`src/rtl/guard_pool_pkg.sv`:
```
package guard_pool_pkg;

  typedef enum logic [1:0] {
    KIND_ALWAYS = 2'd0,
    KIND_GUARD  = 2'd1,
    KIND_EMPTY  = 2'd2,
    KIND_EMPTY2 = 2'd3
  } req_kind_e;

  localparam logic [1:0] SEL_ALWAYS = 2'd0;
  localparam logic [1:0] SEL_P0     = 2'd1;
  localparam logic [1:0] SEL_P1     = 2'd2;
  localparam logic [1:0] SEL_NEVER  = 2'd3;

  localparam int POOL_ENTRIES = 2;

  // selector that refers to pool entry e
  function automatic logic [1:0] entry_sel(input logic which);
    return which ? SEL_P1 : SEL_P0;
  endfunction

endpackage

```
`src/rtl/pool_match.sv`:
```
module pool_match #(
  parameter int IDX_W   = 4,
  parameter int ENTRIES = 2
) (
  input  logic [ENTRIES-1:0]       e_vld,
  input  logic [ENTRIES*IDX_W-1:0] e_idx,
  input  logic [ENTRIES-1:0]       e_inv,
  input  logic [IDX_W-1:0]         q_idx,
  input  logic                     q_inv,
  output logic [ENTRIES-1:0]       hit,
  output logic [ENTRIES-1:0]       first_free
);

  genvar g;
  generate
    for (g = 0; g < ENTRIES; g++) begin : g_cmp
      assign hit[g] = e_vld[g] && (e_idx[g*IDX_W +: IDX_W] == q_idx) && (e_inv[g] == q_inv);
    end
  endgenerate

  // lowest-numbered empty entry, one-hot
  always_comb begin
    logic seen;
    seen = 1'b0;
    first_free = '0;
    for (int e = 0; e < ENTRIES; e++) begin
      if (!e_vld[e] && !seen) begin
        first_free[e] = 1'b1;
        seen = 1'b1;
      end
    end
  end

endmodule

```
`src/rtl/sel_bank.sv`:
```
module sel_bank #(
  parameter int SLOTS = 8,
  parameter int AW    = 3
) (
  input  logic               clk,
  input  logic               rst,
  input  logic               clear,
  input  logic               wr_en,
  input  logic [AW-1:0]      wr_slot,
  input  logic [1:0]         wr_sel,
  output logic [2*SLOTS-1:0] nxt_vec
);
  import guard_pool_pkg::*;

  logic [2*SLOTS-1:0] cur;

  genvar s;
  generate
    for (s = 0; s < SLOTS; s++) begin : g_slot
      assign nxt_vec[2*s +: 2] = (wr_en && wr_slot == AW'(s)) ? wr_sel :
                                 (clear ? SEL_NEVER : cur[2*s +: 2]);
    end
  endgenerate

  always_ff @(posedge clk) begin
    if (rst) cur <= '1;
    else     cur <= nxt_vec;
  end

endmodule

```
`src/rtl/guard_pool_alloc.sv`:
```
module guard_pool_alloc #(
  parameter int SLOTS = 8,
  parameter int IDX_W = 4
) (
  input  logic                       clk,
  input  logic                       rst,
  input  logic                       bundle_start,
  input  logic                       req_valid,
  input  logic [1:0]                 req_kind,
  input  logic [IDX_W-1:0]           req_idx,
  input  logic                       req_inv,
  input  logic                       bundle_close,
  output logic                       done,
  output logic [2*(IDX_W+1)-1:0]     pool_field,
  output logic [2*SLOTS-1:0]         slot_sel,
  output logic                       bundle_ok,
  output logic                       overflow
);
  import guard_pool_pkg::*;

  localparam int ENT   = POOL_ENTRIES;
  localparam int EW    = IDX_W + 1;
  localparam int CNT_W = $clog2(SLOTS + 1);
  localparam int AW    = (SLOTS > 1) ? $clog2(SLOTS) : 1;

  // pool state
  logic [ENT-1:0]       e_vld;
  logic [ENT*IDX_W-1:0] e_idx;
  logic [ENT-1:0]       e_inv;
  logic [CNT_W-1:0]     cnt;
  logic                 err;

  // state after an optional start pulse
  logic [ENT-1:0]       b_vld;
  logic [ENT*IDX_W-1:0] b_idx;
  logic [ENT-1:0]       b_inv;
  logic [CNT_W-1:0]     b_cnt;
  logic                 b_err;

  // next state
  logic [ENT-1:0]       n_vld;
  logic [ENT*IDX_W-1:0] n_idx;
  logic [ENT-1:0]       n_inv;
  logic [CNT_W-1:0]     n_cnt;
  logic                 n_err;

  logic [ENT-1:0]       hit;
  logic [ENT-1:0]       free1h;
  logic                 wr_en;
  logic [1:0]           wr_sel;
  logic [AW-1:0]        wr_slot;
  logic [2*SLOTS-1:0]   sel_nxt;
  logic [2*EW-1:0]      field_nxt;
  req_kind_e            kind;

  assign kind  = req_kind_e'(req_kind);
  assign b_vld = bundle_start ? '0 : e_vld;
  assign b_idx = bundle_start ? '0 : e_idx;
  assign b_inv = bundle_start ? '0 : e_inv;
  assign b_cnt = bundle_start ? '0 : cnt;
  assign b_err = bundle_start ? 1'b0 : err;

  pool_match #(.IDX_W(IDX_W), .ENTRIES(ENT)) u_match (
    .e_vld      (b_vld),
    .e_idx      (b_idx),
    .e_inv      (b_inv),
    .q_idx      (req_idx),
    .q_inv      (req_inv),
    .hit        (hit),
    .first_free (free1h)
  );

  always_comb begin
    n_vld   = b_vld;
    n_idx   = b_idx;
    n_inv   = b_inv;
    n_cnt   = b_cnt;
    n_err   = b_err;
    wr_en   = 1'b0;
    wr_sel  = SEL_NEVER;
    wr_slot = AW'(b_cnt);
    if (req_valid && (b_cnt < CNT_W'(SLOTS))) begin
      wr_en = 1'b1;
      n_cnt = b_cnt + 1'b1;
      unique case (kind)
        KIND_ALWAYS: wr_sel = SEL_ALWAYS;
        KIND_GUARD: begin
          if (|hit) begin
            wr_sel = entry_sel(hit[1]);
          end else if (|free1h) begin
            for (int e = 0; e < ENT; e++) begin
              if (free1h[e]) begin
                n_vld[e]                 = 1'b1;
                n_idx[e*IDX_W +: IDX_W]  = req_idx;
                n_inv[e]                 = req_inv;
              end
            end
            wr_sel = entry_sel(free1h[1]);
          end else begin
            wr_sel = SEL_NEVER;
            n_err  = 1'b1;
          end
        end
        default: wr_sel = SEL_NEVER;
      endcase
    end
  end

  sel_bank #(.SLOTS(SLOTS), .AW(AW)) u_bank (
    .clk     (clk),
    .rst     (rst),
    .clear   (bundle_start),
    .wr_en   (wr_en),
    .wr_slot (wr_slot),
    .wr_sel  (wr_sel),
    .nxt_vec (sel_nxt)
  );

  genvar g;
  generate
    for (g = 0; g < ENT; g++) begin : g_pack
      assign field_nxt[g*EW +: EW] = {n_inv[g], n_idx[g*IDX_W +: IDX_W]};
    end
  endgenerate

  always_ff @(posedge clk) begin
    if (rst) begin
      e_vld <= '0;
      e_idx <= '0;
      e_inv <= '0;
      cnt   <= '0;
      err   <= 1'b0;
    end else begin
      e_vld <= n_vld;
      e_idx <= n_idx;
      e_inv <= n_inv;
      cnt   <= n_cnt;
      err   <= n_err;
    end
  end

  always_ff @(posedge clk) begin
    if (rst) begin
      done       <= 1'b0;
      pool_field <= '0;
      slot_sel   <= '1;
      bundle_ok  <= 1'b0;
      overflow   <= 1'b0;
    end else begin
      done     <= bundle_close;
      overflow <= n_err;
      if (bundle_close) begin
        pool_field <= field_nxt;
        slot_sel   <= sel_nxt;
        bundle_ok  <= !n_err;
      end
    end
  end

  // ---------------- assertions ----------------
  p_start_clears_r1: assert property (@(posedge clk) disable iff (rst)
    bundle_start |=> !overflow);

  p_fill_order_r4: assert property (@(posedge clk) disable iff (rst)
    e_vld[1] |-> e_vld[0]);

  p_distinct_entries_r5: assert property (@(posedge clk) disable iff (rst)
    (&e_vld) |-> ({e_inv[0], e_idx[0 +: IDX_W]} != {e_inv[1], e_idx[IDX_W +: IDX_W]}));

  p_single_hit_r5: assert property (@(posedge clk) disable iff (rst)
    $onehot0(hit));

  p_sticky_overflow_r6: assert property (@(posedge clk) disable iff (rst)
    (overflow && !bundle_start) |=> overflow);

  p_done_follows_close_r7: assert property (@(posedge clk) disable iff (rst)
    bundle_close |=> done);

  p_done_is_pulse_r7: assert property (@(posedge clk) disable iff (rst)
    !bundle_close |=> !done);

  p_ok_vs_flag_r8: assert property (@(posedge clk) disable iff (rst)
    done |-> (bundle_ok == !overflow));

endmodule

```
`config.mk`:
```
export PLATFORM = sky130hd
export DESIGN_NAME = guard_pool_alloc
export DESIGN_NICKNAME = d
export VERILOG_FILES = /design/src/rtl/guard_pool_pkg.sv /design/src/rtl/pool_match.sv /design/src/rtl/sel_bank.sv /design/src/rtl/guard_pool_alloc.sv
export SDC_FILE = /design/constraint.sdc
export NUM_CORES = 1
export LEC_CHECK = 0
export ABC_AREA = 1
export BUFFER_PORTS_ARGS = -buffer_cell sky130_fd_sc_hd__buf_4
export CAP_MARGIN = 10
export CORE_AREA = 2 2 79 81
export CTS_CLUSTER_SIZE = 10
export DETAILED_ROUTE_END_ITERATION = 10
export DIE_AREA = 0 0 81 83
export PLACE_DENSITY = 0.75
export SETUP_SLACK_MARGIN = 0.2
export SLEW_MARGIN = 20
export SYNTH_ARGS = -nofsm -noshare
export SYNTH_HDL_FRONTEND = slang
export SYNTH_SLANG_ARGS = --single-unit
```
`constraint.sdc`:
```
create_clock -name clk -period 1.9 [get_ports clk]
set_input_delay 0.57 -clock clk [delete_from_list [all_inputs] [get_ports clk]]
set_output_delay 0.57 -clock clk [all_outputs]
set_load 0.02 [all_outputs]
```
Yosys cells after proc, flatten, opt, wreduce, memory -nomap -nowiden. Index checks and enable logic that the tools add are counted.

Add/subtract/negate cells: 1. Order comparisons: 1. Equal/unequal tests: 12. Mux-type cells: 52. Reduce and logical (&&, ||, !) cells: 20.

Operator list (number): $mux 2 (31); $mux 8 (5); $mux 4 (4); $logic_and 1x1->1 (14); $eq 3x3->1 const B (4); $mux 1 (11); $eq 4x4->1 (2); $eq 3x2->1 const B (2); $add 4x1->4 const B (1); $lt 4x4->1 const B (1); $pmux 2 s2 (1); $reduce_or 2->1 (2); $eq 3x1->1 const B (1); $logic_not 3->1 (1); $eq 1x1->1 (2); $eq 2x1->1 const B (1); $logic_not 1->1 (2); $logic_not 2->1 (1).

Register bits after elaboration: 61. Input port bits: 12. Output and inout port bits: 29. Word-level logic and storage cells: 96.

Depth between registers and ports, before layout.
Depth after elaboration: 10. Depth in mapped cells: 13. Gate-level depth less buffers: 13.

Cells and area by module. A second synthesis with hierarchy kept.

Cells, all modules: 429. Area, all modules: 2959.1 um^2.

By module, submodules not included: guard_pool_alloc (times used 1, cells an instance 255, area each 1939.4 um^2, sequential area each 900.9 um^2); sel_bank (times used 1, cells an instance 122, area each 814.5 um^2, sequential area each 320.3 um^2); pool_match (times used 1, cells an instance 52, area each 205.2 um^2, sequential area each 0.0 um^2).

Least setup slack after synthesis. No wires, ideal clock.

Kind: input to register. From: in bundle_start. To: reg slot_sel[12]. Library setup time: 115 ps. Arrival time: 1642 ps. Required time: 1785 ps. Setup slack: 143 ps. Stages: 10. Path buffers: 1. Path through: buf_6 > nor2_1 > inv_1 > ha_1 > inv_1 > nor3_4 > inv_1 > nand2_1 > nand3_1 > nand2_1.

Cells in the longest elaborated chain, start to end: 10. Elaborated cells on any way between the ends: 31. Those cells by class: 1 x order compare; 5 x eq/ne; 15 x mux; 10 x reduce/logical.

Ends and longest elaborated chain: from (decl) (RTL line guard_pool_alloc.sv:7) `input logic bundle_start,`; $mux 2 (RTL line guard_pool_alloc.sv:57) `assign b_vld = bundle_start ? '0 : e_vld;`; $logic_not 1->1 (RTL line pool_match.sv:27) `if (!e_vld[e] && !seen) begin`; $logic_and 1x1->1 (RTL line pool_match.sv:27); $mux 1 (RTL line pool_match.sv:27); $mux 2 / $reduce_or 2->1 (equally long branches) (RTL line guard_pool_pkg.sv:19, guard_pool_alloc.sv:90); $mux 2 (RTL line guard_pool_alloc.sv:90) `end else if (|free1h) begin`; $mux 2 (RTL line guard_pool_alloc.sv:88) `if (|hit) begin`; $pmux 2 s2 (RTL line guard_pool_alloc.sv:85) `unique case (kind)`; $mux 2 (RTL line guard_pool_alloc.sv:82) `if (req_valid && (b_cnt < CNT_W'(SLOTS))) begin`; $mux 2 (*) (RTL line sel_bank.sv:20) `assign nxt_vec[2*s +: 2] = (wr_en && wr_slot == AW'(s)) ? wr_sel :`; to (signal assigned) (RTL line guard_pool_alloc.sv:154) `slot_sel <= sel_nxt;`; to (decl) (RTL line guard_pool_alloc.sv:15) `output logic [2*SLOTS-1:0] slot_sel,`.

Every way passes the cells marked *; elsewhere a longest branch is shown, timed or not. A chain may end at the register's enable or synchronous reset.

Final worst setup path.
From: in bundle_start. To: reg slot_sel[14].

The elaborated chain is that of the path after synthesis.

==> metrics <==
Crit Path Category in2reg; slew of the pin with the lowest slew margin 0.5134 ns; Ports 41; final hold violation count 0; mapped cell area 3166 um^2; CP cell instances buf_12 > clkinv_8 > buf_8 > buf_6 > nand3_2 > nand2_2 > nand2_2 > nor2_4 > nand2_4 > nand2_8 > nand3_4 > nand3_2 > nand3_2 > nand2_1; run status completed; vias 2951; starting density of the core 54.43%; die area 6723 um^2; most common cell after layout, fill and taps aside nand2_1; TritonCTS Buffers 9; all-layer global routing usage 23.94%; # DRC 0; Setup TNS Final 0 ns; #FFs+latches synth 61; maximum clock frequency 602.2 MHz; first-pass GRT wire length 12500 um; post-route minimum period 1.661 ns; H-tree depth 3; Detail Route Antenna Nets 0; Worst EP required 2.20 ns; DRT iter0 DRCs 115; Syn Area/Cell 7.519 um^2; pins over their slew limit 0; YS warnings 0; CTS tree done; worst skew pair latency 0.35 ns; Post-synth EDFFs 0; Post-Synth Adder-Cell Area 2.372%; vias per cell 5.141; startpoint types primary input; Simple-Gate Fraction of Synth Area 42.25%; routability cong. 0.8591; Sequential cell area 1221 um^2; I/O Buffers 40; met3 wire len 371 um; CP most frequent cell nand3_2; Leakage Power 0.001967 uW; post-synthesis compound-gate area fraction 7.708%; main flop type after synthesis dfxtp_1; Reg clk slew, reported paths 0.07 ns; largest net degree at the start of global routing 24; Die H 83 um; post-synthesis mux area share 0%; largest area contributor in the netlist dfxtp_1; Final Skew 0.01135 ns; Mapped Nets 439; CTS Sinks 61; RSZ-0062 raised after global routing yes; Post-Synth XOR/XNOR Area 0%; layout cells sized above 1 34.67%; Max-slew headroom 65.56%; DRT met1 WL 3201 um; Area growth syn-to-layout 31.62%; FFs w/ async S/R, synth 0%; total of max-cap violations 0; CTS hold repair buffers 0; Site Rows 28; Distinct cells, synth 31; DP Worst Slack -0.1286 ns; Core Area 5816 um^2; initial antenna violation count 0; die width 81 um; GR Overflow Total 0; fin nets 513; top cells by area, synth dfxtp_1 (39%), nand2_1 (14%), nand3_2 (6.0%); Pwr per Cell Area 711.4 nW/um^2; Worst path slowest cell nand3_4; final setup vio count 0; Cells after Synth 421; ant diodes 0; CP endpoint kind flip-flop; HP Class reg2reg; hpwl dp 5378 um; CP delay by family, top simple AND/OR/NAND/NOR gates; worst-path maximum fanout 8; WP buf/inv 4; CTS root buffer clkbuf_8; Yosys top cell area share 38.58%; fill count 456; area of the multi-input gates 1789 um^2; vias in the first global route 2792; Pre-antenna DRT Iters 4; Top Metal Used met4; WL final 7829 um; peak supply drop 0.0005761 V; drt wl/cell 13.64 um; met2 WL post-DR 4032 um; register area share after synthesis 38.58%; slowest stage delay, CP 0.17 ns; Setup WS post-layout 0.2394 ns; R2R Setup Slk 0.32 ns; fin crit share 87.40%; most frequent cells in the layout nand2_1 (104), buf_4 (71), dfxtp_1 (61); largest family of logic cells by synthesized area simple AND/OR/NAND/NOR gates; CTS max path bufs 2; crit path DAT 1.96 ns
-- worst reg2reg max path, stage by stage, from the launching register on --
cell	delay (ns)
dfxtp_1	0.36
inv_1	0.06
nor2_2	0.11
nand2_1	0.11
nor2_4	0.15
nand3_4	0.16
nand4_4	0.15
buf_4	0.15
nand2_1	0.07
a21oi_1	0.20
-- stage by stage --
| step | util [%] | hold slack [ns] | cells | total power (uW) | cell area [um^2] |
|---|---|---|---|---|---|
| finish | 71.64 | 0.4743 | 574 | 2964 | 4167 |
| global route | 71.64 | 0.5101 | 574 | 3082 | 4167 |
| CTS | 66.87 | 0.4785 | 564 | 2927 | 3889 |
| global placement | 63.45 | 0.4545 | 549 | 1751 | 3690 |
| floorplan | - | 0.4605 | 421 | 1617 | 3168 |
| detailed placement | 63.45 | 0.4549 | 549 | 1758 | 3690 |
-- Yosys cell counts, types with 2 or more instances --
cell type  count
o21ai_1        2
nand4_1        3
buf_6          3
o21bai_1       4
nand2_1      115
nor3_4         6
nor2_1        48
buf_2          3
o21ai_0        7
nand2_4        5
clkbuf_1       9
nand3_2       19
nor2_2         5
nand2_2        7
dfxtp_1       61
ha_1           6
inv_1         42
nand3_4        3
a21oi_1       32
nand3_1       28
nor2_4         3
-- logic make-up (layout without fill, tap and decap cells) --
kind of cell	Yosys count	in the layout
and+or+nand+nor	245	245
AOI/OAI and AO/OA	46	46
buffers and inverters	63	141
DFF	61	61
adders and majority gates	6	6
-- report_power, final --
part,switching (uW),internal (uW)
registers,21.6,1320
logic,266,174
clock network,517,665
-- layer usage --
layer  up-vias  global-route usage, %
met5         -                      0
met4         0                  10.94
met3        22                  4.674
met2        86                  40.87
met1      1358                  28.42
li1       1485                      -
-- flip-flops by register name, indices dropped and copies added (netlist names) --
name        count
slot_sel       16
u_bank.cur     16
pool_field     10
e_idx           8
cnt             4
e_inv           2
e_vld           2
bundle_ok       1
done            1
overflow        1
-- area by class of cell --
| class | instances | share of cell area, % |
|---|---|---|
| sequential | 61 | 29.31 |
| multi-input combinational | 297 | 42.94 |
| timing repair buffer | 79 | 15.98 |
| inverter | 47 | 4.745 |
| tap | 75 | 2.252 |
| clock buffer | 11 | 3.634 |
| clock inverter | 4 | 1.141 |
-- repair_timing --
item	in CTS	in global routing
buffers inserted	0	10
gates resized for setup	0	51
endpoints found under the setup margin	0	51
-- worst paths after layout --
kind	end	cells past startpoint	startpoint
worst max-delay path	slot_sel[14]	14	bundle_start
worst min-delay path	slot_sel[3]	2	slot_sel[3]
worst max register to register	e_idx[0]	9	e_vld[1]
worst min register to register	slot_sel[3]	2	slot_sel[3]
Power figures use the tool's default switching activity.
